==> src/rtl/sbs_pkg.sv <==
package sbs_pkg;
  typedef enum logic [1:0] {
    ST_DESEL = 2'd0,
    ST_RD    = 2'd1,
    ST_WR    = 2'd2
  } bst_e;

  typedef struct packed {
    logic hold;   // edge ignored
    logic load;   // take external address
    logic step;   // advance burst counter
    logic rd;     // array read into output register
    logic wr;     // array write, byte masked
    logic drive;  // next bus drive state
    bst_e nstate;
  } ctl_t;
endpackage

==> src/rtl/sbs_decode.sv <==
module sbs_decode
  import sbs_pkg::*;
#(
  parameter int NUM_BYTES = 2
) (
  input  logic                 clk_i,
  input  logic                 rst_ni,
  input  logic                 cke_ni,
  input  logic                 adv_i,
  input  logic                 we_ni,
  input  logic [NUM_BYTES-1:0] bw_ni,
  input  logic                 ce1_ni,
  input  logic                 ce2_i,
  input  logic                 ce3_ni,
  input  logic                 oe_ni,
  input  logic                 sleep_i,
  input  bst_e                 state_i,
  output ctl_t                 ctl_o
);
  logic sel, any_bw;
  assign sel    = !ce1_ni && ce2_i && !ce3_ni;
  assign any_bw = !(&bw_ni);

  always_comb begin
    ctl_o        = '0;
    ctl_o.nstate = state_i;
    if (cke_ni) begin
      ctl_o.hold = 1'b1;
    end else if (sleep_i) begin
      ctl_o.nstate = ST_DESEL;
    end else if (!adv_i) begin
      if (!sel) begin
        ctl_o.nstate = ST_DESEL;
      end else if (!we_ni) begin
        ctl_o.load   = 1'b1;
        ctl_o.wr     = any_bw;
        ctl_o.nstate = ST_WR;
      end else begin
        ctl_o.load   = 1'b1;
        ctl_o.rd     = !oe_ni;
        ctl_o.drive  = !oe_ni;
        ctl_o.nstate = ST_RD;
      end
    end else begin
      unique case (state_i)
        ST_RD: begin
          ctl_o.step  = 1'b1;
          ctl_o.rd    = !oe_ni;
          ctl_o.drive = !oe_ni;
        end
        ST_WR: begin
          ctl_o.step = 1'b1;
          ctl_o.wr   = any_bw;
        end
        default: ctl_o.nstate = ST_DESEL;
      endcase
    end
  end

  p_abort_r4: assert property (@(posedge clk_i) disable iff (!rst_ni)
    (!we_ni && (&bw_ni)) |-> !ctl_o.wr);
  p_desel_cont_r6: assert property (@(posedge clk_i) disable iff (!rst_ni)
    (state_i == ST_DESEL && adv_i) |-> (!ctl_o.rd && !ctl_o.wr && !ctl_o.drive));
  p_sleep_noacc_r10: assert property (@(posedge clk_i) disable iff (!rst_ni)
    sleep_i |-> (!ctl_o.rd && !ctl_o.wr));
  p_dummy_r5: assert property (@(posedge clk_i) disable iff (!rst_ni)
    oe_ni |-> !ctl_o.rd);
endmodule

==> src/rtl/sbs_burst_ctr.sv <==
module sbs_burst_ctr #(
  parameter int ADDR_W = 6
) (
  input  logic              clk_i,
  input  logic              rst_ni,
  input  logic              load_i,
  input  logic              step_i,
  input  logic [ADDR_W-1:0] addr_i,
  output logic [ADDR_W-1:0] addr_o
);
  localparam int HI_W = ADDR_W - 2;

  logic [HI_W-1:0] base_q;
  logic [1:0]      cnt_q;
  logic [1:0]      cnt_nx;

  assign cnt_nx = cnt_q + 2'd1;  // linear, wraps within 4 words

  always_comb begin
    if (load_i)      addr_o = addr_i;
    else if (step_i) addr_o = {base_q, cnt_nx};
    else             addr_o = {base_q, cnt_q};
  end

  always_ff @(posedge clk_i or negedge rst_ni) begin
    if (!rst_ni) begin
      base_q <= '0;
      cnt_q  <= '0;
    end else if (load_i || step_i) begin
      base_q <= addr_o[ADDR_W-1:2];
      cnt_q  <= addr_o[1:0];
    end
  end

  p_wrap_r2: assert property (@(posedge clk_i) disable iff (!rst_ni)
    (step_i && !load_i) |=> (cnt_q == $past(cnt_q) + 2'd1) && $stable(base_q));
  p_idle_hold_r7: assert property (@(posedge clk_i) disable iff (!rst_ni)
    (!step_i && !load_i) |=> ($stable(cnt_q) && $stable(base_q)));
endmodule

==> src/rtl/sbs_array.sv <==
module sbs_array #(
  parameter int ADDR_W    = 6,
  parameter int NUM_BYTES = 2
) (
  input  logic                   clk_i,
  input  logic                   rst_ni,
  input  logic                   wr_i,
  input  logic                   rd_i,
  input  logic [ADDR_W-1:0]      addr_i,
  input  logic [NUM_BYTES*8-1:0] wdata_i,
  input  logic [NUM_BYTES-1:0]   bw_ni,
  output logic [NUM_BYTES*8-1:0] rdata_o
);
  localparam int DEPTH = 1 << ADDR_W;
  localparam int DW    = NUM_BYTES * 8;

  logic [DW-1:0] mem [DEPTH];

  for (genvar b = 0; b < NUM_BYTES; b++) begin : g_lane
    always_ff @(posedge clk_i) begin
      if (wr_i && !bw_ni[b]) mem[addr_i][b*8 +: 8] <= wdata_i[b*8 +: 8];
    end
  end

  always_ff @(posedge clk_i or negedge rst_ni) begin
    if (!rst_ni)   rdata_o <= '0;
    else if (rd_i) rdata_o <= mem[addr_i];
  end

  p_rd_wr_excl_r1: assert property (@(posedge clk_i) disable iff (!rst_ni)
    !(rd_i && wr_i));
  p_rdata_hold_r7: assert property (@(posedge clk_i) disable iff (!rst_ni)
    !rd_i |=> $stable(rdata_o));
endmodule

==> src/rtl/sync_burst_sram.sv <==
module sync_burst_sram
  import sbs_pkg::*;
#(
  parameter int ADDR_W    = 6,
  parameter int NUM_BYTES = 2,
  localparam int DW       = NUM_BYTES * 8
) (
  input  logic                 clk_i,
  input  logic                 rst_ni,
  input  logic                 cke_ni,
  input  logic                 adv_i,
  input  logic                 we_ni,
  input  logic [NUM_BYTES-1:0] bw_ni,
  input  logic                 ce1_ni,
  input  logic                 ce2_i,
  input  logic                 ce3_ni,
  input  logic                 oe_ni,
  input  logic                 sleep_i,
  input  logic [ADDR_W-1:0]    addr_i,
  input  logic [DW-1:0]        wdata_i,
  output logic [DW-1:0]        dq_o,
  output logic                 dq_oe_o
);
  bst_e              state_q;
  logic              drive_q;
  ctl_t              ctl;
  logic [ADDR_W-1:0] eff_addr;

  sbs_decode #(.NUM_BYTES(NUM_BYTES)) u_dec (
    .clk_i   (clk_i),
    .rst_ni  (rst_ni),
    .cke_ni  (cke_ni),
    .adv_i   (adv_i),
    .we_ni   (we_ni),
    .bw_ni   (bw_ni),
    .ce1_ni  (ce1_ni),
    .ce2_i   (ce2_i),
    .ce3_ni  (ce3_ni),
    .oe_ni   (oe_ni),
    .sleep_i (sleep_i),
    .state_i (state_q),
    .ctl_o   (ctl)
  );

  sbs_burst_ctr #(.ADDR_W(ADDR_W)) u_ctr (
    .clk_i  (clk_i),
    .rst_ni (rst_ni),
    .load_i (ctl.load),
    .step_i (ctl.step),
    .addr_i (addr_i),
    .addr_o (eff_addr)
  );

  sbs_array #(.ADDR_W(ADDR_W), .NUM_BYTES(NUM_BYTES)) u_arr (
    .clk_i   (clk_i),
    .rst_ni  (rst_ni),
    .wr_i    (ctl.wr),
    .rd_i    (ctl.rd),
    .addr_i  (eff_addr),
    .wdata_i (wdata_i),
    .bw_ni   (bw_ni),
    .rdata_o (dq_o)
  );

  always_ff @(posedge clk_i or negedge rst_ni) begin
    if (!rst_ni) begin
      state_q <= ST_DESEL;
      drive_q <= 1'b0;
    end else if (!ctl.hold) begin
      state_q <= ctl.nstate;
      drive_q <= ctl.drive;
    end
  end

  // oe and sleep gate the bus without a clock
  assign dq_oe_o = drive_q && !oe_ni && !sleep_i;

  p_stall_hold_r7: assert property (@(posedge clk_i) disable iff (!rst_ni)
    cke_ni |=> ($stable(dq_o) && $stable(drive_q) && $stable(state_q)));
  p_write_hiz_r8: assert property (@(posedge clk_i) disable iff (!rst_ni)
    (!ctl.hold && ctl.nstate == ST_WR) |=> !drive_q);
  p_sleep_end_r10: assert property (@(posedge clk_i) disable iff (!rst_ni)
    (!cke_ni && sleep_i) |=> (state_q == ST_DESEL && !drive_q));
endmodule

==> config.mk <==
export PLATFORM = sky130hd
export DESIGN_NAME = sync_burst_sram
export DESIGN_NICKNAME = d
export VERILOG_FILES = /design/src/rtl/sbs_pkg.sv /design/src/rtl/sbs_decode.sv /design/src/rtl/sbs_burst_ctr.sv /design/src/rtl/sbs_array.sv /design/src/rtl/sync_burst_sram.sv
export SDC_FILE = /design/constraint.sdc
export NUM_CORES = 1
export LEC_CHECK = 0
export BUFFER_PORTS_ARGS = -buffer_cell sky130_fd_sc_hd__buf_4
export CORE_MARGIN = 3
export CORE_UTILIZATION = 55
export DETAILED_ROUTE_END_ITERATION = 8
export PLACE_DENSITY_LB_ADDON = 0.08
export RECOVER_POWER = 100
export REMOVE_ABC_BUFFERS = 1
export SYNTH_ARGS = -nofsm -noshare
export SYNTH_HDL_FRONTEND = slang
export SYNTH_SLANG_ARGS = --single-unit
==> constraint.sdc <==
create_clock -name clk_i -period 7.1 [get_ports clk_i]
set_clock_uncertainty 0.2 [all_clocks]
set_input_delay 1.42 -clock clk_i [delete_from_list [all_inputs] [get_ports clk_i]]
set_output_delay 1.42 -clock clk_i [all_outputs]
set_load 0.02 [all_outputs]
==> results.yml, run 1 <==
drt:
  wl_met1_um: 42870
  ant_nets: 0
  wl_met2_um: 46640
  via_count: 21960
  drt_wl_total_um: 100300
  drt-initial-drc-count: 2496
  post-route-drc-count: 0
  drt-pass1-iter-count: 6
  wl_met3_um: 8532
  wl_per_cell_um: 29.26
  highest_layer: "met5"
  via_per_inst: 6.405
setup_path:
  r2r_slack_ns: 1.79
  cp.buffers_inverters: 2
  cp_common_cell: "nand2_1"
  end_kind: "flip-flop"
  worstSetupPathType: "primary input to flip-flop"
  ff2ff_path_depth: 11
  path_delay_family: "simple AND/OR/NAND/NOR gates"
  start_kind: "primary input"
  critPathMaxStageDelay_ns: 1.22
  crit_path_max_fanout: 10
  r2r-end: "u_arr.rdata_o[12]"
  r2r_start: "state_q[0]"
  cp.required_ns: 7.17
  slowest_stage: "nor3_1"
  worst_ep_arrival_time_ns: 5.95
  path_cells: "clkbuf_4 -> nor4b_1 -> nand2_1 -> mux2i_1 -> inv_1 -> nor3_1 -> nand2_1 -> nor2_1"
placed_design:
  finalWeightedCongestion: 0.8447
  io_buffer_count: 50
  hpwl_um: 57940
sta:
  holdWs_ns: 0.2751
  max_freq_mhz: 170.1
  slew_viol_final: 1179
  tightest_slew_ns: 3.379
  period_needed_ns: 5.880
  setup-violations-final: 0
  final-hold-violation-count: 0
  fin_crit_sh: 0.8282
  rsz0062_at_grt: "false"
  slew_headroom: -1.253
  setup-tns-final_ns: 0
yosys:
  syn_area_um2: 40550
  synth_simple_gate_area_frac: 0.02521
  synth_edf_count: 1024
  async_flop_share: 0.02383
  synth.mux.area_fraction: 0.1116
  synth_fa_ha_area_frac: 0.0006172
  synthCells: 2325
  synth_top_family_by_area: "multiplexers"
  synth_compound_area_frac: 0.07242
  ys_types: 48
  yosysWarnings: 0
  yosysSeqAreaShare: 0.7738
  ys.flop_type: "edfxtp_1"
  synth_xor_area_frac: 0.0002160
  synth_area_per_cell_um2: 17.44
  synth_seq_cells: 1049
worst_hold_path:
  hold_class: "flip-flop to flip-flop"
  hp-start: "drive_q"
  hold_end: "drive_q"
  hold_depth: 1
grt:
  antenna_found_initial: 2
  grt_pass1_wl_um: 146800
  grt_pass1_vias: 21480
  grt-ovfl-total: 0
  grt_usage: 0.2587
  grt_max_degree: 113
floorplan:
  die_h_um: 277.5
  die_area_um2: 77020
  die_x_um: 277.5
  core_um2: 72220
  start_util: 0.5614
  rows: 98
  io_pins: 51
clock_tree:
  path_clk_slew_ns: 0.06
  numCtsBuffers: 104
  clockBufferDepth: 3
  clk_latency_ns: 0.66
  cts_tree: "done"
  cts_sinks: 1049
  cts_max_level: 3
  cts_resized: 0
  post_cts_buffers: 0
  ctsHoldBuffers: 0
  clockRootBuffer: "clkbuf_16"
status:
  outcome: "complete, but fails checks"
  failed_checks: "max-capacitance violations, max-slew violations"
final_layout:
  final_cell_mix: "1024 x edfxtp_1, 452 x mux2i_1, 224 x o22ai_1, 141 x nor2_1, 110 x o21ai_0"
  nets: 2423
  layout-drive-gt1-share: 0.08596
  mostFrequentLayoutCell: "edfxtp_1"
  diodes: 0
  syn2layout_area_growth_pct: 11.64
power_and_ir_drop:
  switching_share: 0.2648
  ir_drop_uv: 339.9
  p_clk_frac: 0.372
  combPwrFrac: 0.172
  power_leakage_nw: 14.66
  power.switching_mw: 3.986
  pwr_density_cell_nw_per_um2: 332.5
  pwr-share-seq: 0.456
  p_int_mw: 11.07
flow_run:
  maxCapViolCount: 23
==> through the flow <==
step,util,worst slack (ns),cell area (um2),total power [mW],instances
3_3_place_gp,0.5814,1.537,41990,9.565,3231
5_1_grt,0.6268,1.046,45270,15.52,3428
4_1_cts,0.6299,2.045,45490,15.13,3428
6_report,0.6268,1.220,45270,15.05,3428
2_1_floorplan,-,-41.57,39920,9.016,2192
3_5_place_dp,0.5814,1.365,41990,9.589,3231
==> worst register-to-register path, cell delays in order (launching register included) <==
cell	delay, ns
dfrtp_1	0.38
inv_1	0.06
ha_1	0.32
nor4b_1	0.46
xnor2_1	0.15
mux2i_1	0.83
buf_12	0.62
nor2_1	0.60
a32o_1	0.38
a221oi_1	0.37
a31oi_1	0.40
o32a_1	0.45
==> worst max path at each step <==
stage          startpoint                end  slack [ns]  cells past startpoint
3_5_place_dp       ce1_ni   u_arr.mem[50][7]        1.37                      8
3_3_place_gp       ce1_ni   u_arr.mem[50][1]        1.54                      8
4_1_cts            ce1_ni   u_arr.mem[50][0]        2.04                      8
5_1_grt            ce3_ni  u_arr.mem[11][10]        1.05                      9
2_1_floorplan     sleep_i   u_arr.mem[52][0]      -41.57                      5
6_report           ce3_ni   u_arr.mem[50][0]        1.22                      8
==> logic make-up after synthesis <==
kind of cell	count (synthesis)
flops	1049
mux	452
compound gates	449
simple gates	231
buf+inv	141
fa+ha+maj	2
xor+xnor	1
==> state kept, by name (all words and copies together) (netlist names) <==
name,count
drive_q,1
state_q,2
u_arr.mem,1024
u_arr.rdata_o,16
u_ctr.base_q,4
u_ctr.cnt_q,2
==> cells in the mapped netlist (all sizes together) (2+ instances only) <==
library cell,n,area (um2)
edfxtp,1024,30750
mux2i,452,4524
o22ai,224,1401
nor2,143,539.3
o21ai,118,594.3
buf,93,474.2
clkbuf,40,151.4
nand2,32,122.6
nand4,32,200.2
dfrtp,25,625.6
a22oi,23,172.7
a32oi,22,192.7
o32a,17,170.2
a31oi,12,90.09
a221oi,10,112.6
a32o,10,100.1
inv,8,30.03
nor3,8,40.04
a41oi,6,52.55
nor3b,3,22.52
or2,3,18.77
a21boi,2,15.02
a21oi,2,10.01
ha,2,25.02
nand3,2,10.01
nor4b,2,23.77
or4b,2,20.02
==> power groups by stage <==
stage	logic, mW	clock network [mW]	registers [mW]
after floorplan	2.04	0	6.98
after global placement	2.58	0	6.98
after detailed placement	2.61	0	6.98
after CTS	2.62	5.66	6.85
after global routing	2.72	5.94	6.86
final	2.59	5.60	6.87
==> metal layers <==
layer  vias to the layer above  GRT usage
met2                       994     0.3964
met1                     11230     0.3858
met3                       164    0.04949
met5                         -          0
li1                       9569          -
met4                         2    0.06775
==> area by class of cell <==
type	count	area, um2
Clock buffer	135	2803
Clock inverter	62	701.9
Fill cell	5118	26950
Inverter	8	30.03
Multi-Input combinational cell	1135	8536
Sequential cell	1049	31380
Tap cell	950	1189
Timing Repair Buffer	89	633.1
(Power assumes the default switching activity.)
==> inputs of run 2 (changes only) <==
--- a/config.mk
+++ b/config.mk
@@ -5,6 +5,7 @@
 export SDC_FILE = /design/constraint.sdc
 export NUM_CORES = 1
 export LEC_CHECK = 0
+export ABC_AREA = 1
 export BUFFER_PORTS_ARGS = -buffer_cell sky130_fd_sc_hd__buf_4
 export CORE_MARGIN = 3
 export CORE_UTILIZATION = 55
==> constraint.sdc (replaced) <==
create_clock -name clk_i -period 5.6 [get_ports clk_i]
set_clock_uncertainty 0.2 [all_clocks]
set_input_delay 1.12 -clock clk_i [delete_from_list [all_inputs] [get_ports clk_i]]
set_output_delay 1.12 -clock clk_i [all_outputs]
set_load 0.02 [all_outputs]
==> run 2 against run 1 <==
Compared with the run above: core utilization is 0.89 points lower; setup slack got worse by 0.33 ns; the flow still finishes with violations (max-capacitance violations, max-slew violations); worst hold slack better by 0.085 ns; sequential cell count unchanged.
==> results.yml, run 2 <==
clock_tree:
  clockBufferDepth: 3
  cts_max_level: 3
  cts_tree: "done"
  cts_sinks: 1049
  path_clk_slew_ns: 0.06
  numCtsBuffers: 105
  cts_resized: 0
  ctsHoldBuffers: 0
  post_cts_buffers: 0
  clk_latency_ns: 0.66
  clockRootBuffer: "clkbuf_16"
grt:
  grt_use_met2: 0.4212
  antenna_found_initial: 2
  grt_pass1_vias: 28020
  use_met1: 0.4058
  grt-ovfl-total: 0
  grt_usage: 0.2753
  grt_max_degree: 180
  grtUsageMet3: 0.05484
  top_usage_layer: "met2"
  grt_pass1_wl_um: 172200
final_layout:
  layout-drive-gt1-share: 0.06318
  multi_input_area_um2: 11440
  syn2layout_area_growth_pct: 10.80
  regArea_um2: 31380
  mostFrequentLayoutCell: "nand2_1"
  reg_top3: "u_arr.mem: 1024 flops, u_arr.rdata_o: 16 flops, u_ctr.base_q: 4 flops"
  top_register: "u_arr.mem"
  num-fill-cells: 6528
  final_cell_mix: "2043 x nand2_1, 1024 x edfxtp_1, 336 x nand3_1, 174 x clkbuf_1, 130 x nor3_1"
  nets: 4272
  design_area_um2: 48970
  largest_reg_flops: 1024
setup_path:
  end_kind: "flip-flop"
  worstSetupPathType: "primary input to flip-flop"
  cp.required_ns: 5.69
  start_kind: "primary input"
  worst_ep_arrival_time_ns: 4.81
  crit_path_max_fanout: 105
power_and_ir_drop:
  pwr-share-seq: 0.457
  power_leakage_nw: 19.42
  total_power_mw: 19.03
  power.switching_mw: 5.631
  combPwrFrac: 0.190
  p_int_mw: 13.40
  pwr_density_cell_nw_per_um2: 388.7
  switching_share: 0.2959
  ir_drop_uv: 393.5
  p_clk_frac: 0.353
drt:
  via_per_inst: 5.543
  wl_per_cell_um: 21.40
  via_count: 29780
  post-route-drc-count: 0
  ant_nets: 0
  drt-initial-drc-count: 3180
  drt_wl_total_um: 115000
  drt-pass1-iter-count: 6
sta:
  period_needed_ns: 4.714
  rsz0062_at_grt: "false"
  setup-violations-final: 0
  setup-tns-final_ns: 0
  tightest_slew_ns: 3.649
  slew_headroom: -1.433
  max_freq_mhz: 212.1
  fin_crit_sh: 0.8419
  holdWs_ns: 0.3605
  final-hold-violation-count: 0
  slew_viol_final: 1066
placed_design:
  io_buffer_count: 50
  dpl_cell_area_um2: 46310
  hpwl_um: 64520
  finalWeightedCongestion: 0.8381
worst_hold_path:
  hold_class: "flip-flop to flip-flop"
yosys:
  synthCells: 4142
  syn_area_um2: 44200
  ys_types: 35
  yosysSeqAreaShare: 0.7099
  synth_seq_cells: 1049
  synth.area.top_cells: "edfxtp_1 70%, nand2_1 17%, nand3_1 3.8%, nor3_1 1.5%, dfrtp_1 1.4%"
  synth.cells.most_frequent: "2036 x nand2_1, 1024 x edfxtp_1, 335 x nand3_1"
  synth_edf_count: 1024
  yosysWarnings: 0
  synth_area_per_cell_um2: 10.67
  yosys.area.top_type: "edfxtp_1"
  ys.flop_type: "edfxtp_1"
  synth_top_area_share: 0.6957
  async_flop_share: 0.02383
  synth.most_common_cell: "nand2_1"
floorplan:
  die_x_um: 289.5
  core_um2: 79260
  die_h_um: 289.5
  rows: 103
  io_pins: 51
  start_util: 0.5576
  die_area_um2: 83800
status:
  failed_checks: "max-capacitance violations, max-slew violations"
  outcome: "complete, but fails checks"
flow_run:
  maxCapViolCount: 17
[run 2: cell types whose count changed after synthesis, sizes merged, moves of 22 or more]
cell    change
nand3     +334
a22oi      -23
clkbuf     +45
a32oi      -22
nand2    +2014
inv        +53
nor2       -28
o22ai     -222
nand4      -29
nor3      +129
mux2i     -452
buf        +70
[run 2: metal layers]
| layer | share of wire | vias to the layer above |
|---|---|---|
| met2 | 0.46 | 1136 |
| met1 | 0.43 | 14360 |
| met4 | 0.026 | 0 |
| met3 | 0.083 | 189 |
| met5 | 0 | - |
| li1 | - | 14100 |
[run 2: final timing paths]
check,start,to,slack [ns],cells after the start
max,ce2_i,u_arr.mem[53][6],0.89,11
min in group asynchronous,rst_ni,u_ctr.base_q[2],0.88,1
max in group asynchronous,rst_ni,u_arr.rdata_o[12],3.09,1
min reg2reg,drive_q,drive_q,0.36,2
max reg2reg,state_q[0],u_arr.mem[53][6],1.23,12
min,drive_q,drive_q,0.36,2
[run 2: critical path, stage by stage]
cell and delay [ns]:
clkbuf_4 0.11, inv_1 0.06, nor2_1 0.06, nand3_1 0.51, nand3_1 0.38, nand2_1 0.49
buf_12 0.45, nand2_2 0.45, clkbuf_1 0.44, nor3_1 0.26, clkbuf_1 0.44
[run 2: layout make-up]
type | count | area share
clock inverters | 58 | 0.009045
repair buffers | 235 | 0.02711
inverters | 62 | 0.004957
clock buffers | 134 | 0.05762
well taps | 1050 | 0.02683
multi-input cells | 2783 | 0.2336
flip-flops and latches | 1049 | 0.6407
diodes | 2 | 0.0001022
[run 2: logic make-up after synthesis]
| group | synth area share |
|---|---|
| buffers and inverters | 0.03125 |
| DFF | 0.7099 |
| adders and majority gates | 0.0005661 |
| and+or+nand+nor | 0.2431 |
| AOI/OAI and AO/OA | 0.01523 |
[run 2: power by group through the flow]
| stage | registers [mW] | logic, mW | clock network (mW) |
|---|---|---|---|
| 2_1_floorplan | 8.86 | 2.42 | 0 |
| 3_3_place_gp | 8.85 | 3.61 | 0 |
| 3_5_place_dp | 8.85 | 3.63 | 0 |
| 4_1_cts | 8.68 | 3.65 | 6.81 |
| 5_1_grt | 8.70 | 4.01 | 7.12 |
| 6_report | 8.70 | 3.61 | 6.72 |
[run 2: per-stage QoR]
step	utilization	setup WS, ns	cells
2_1_floorplan	-	-19.50	3894
3_3_place_gp	0.5843	1.113	5179
3_5_place_dp	0.5843	1.075	5179
4_1_cts	0.6255	1.718	5371
5_1_grt	0.6178	0.7362	5371
6_report	0.6179	0.8856	5373
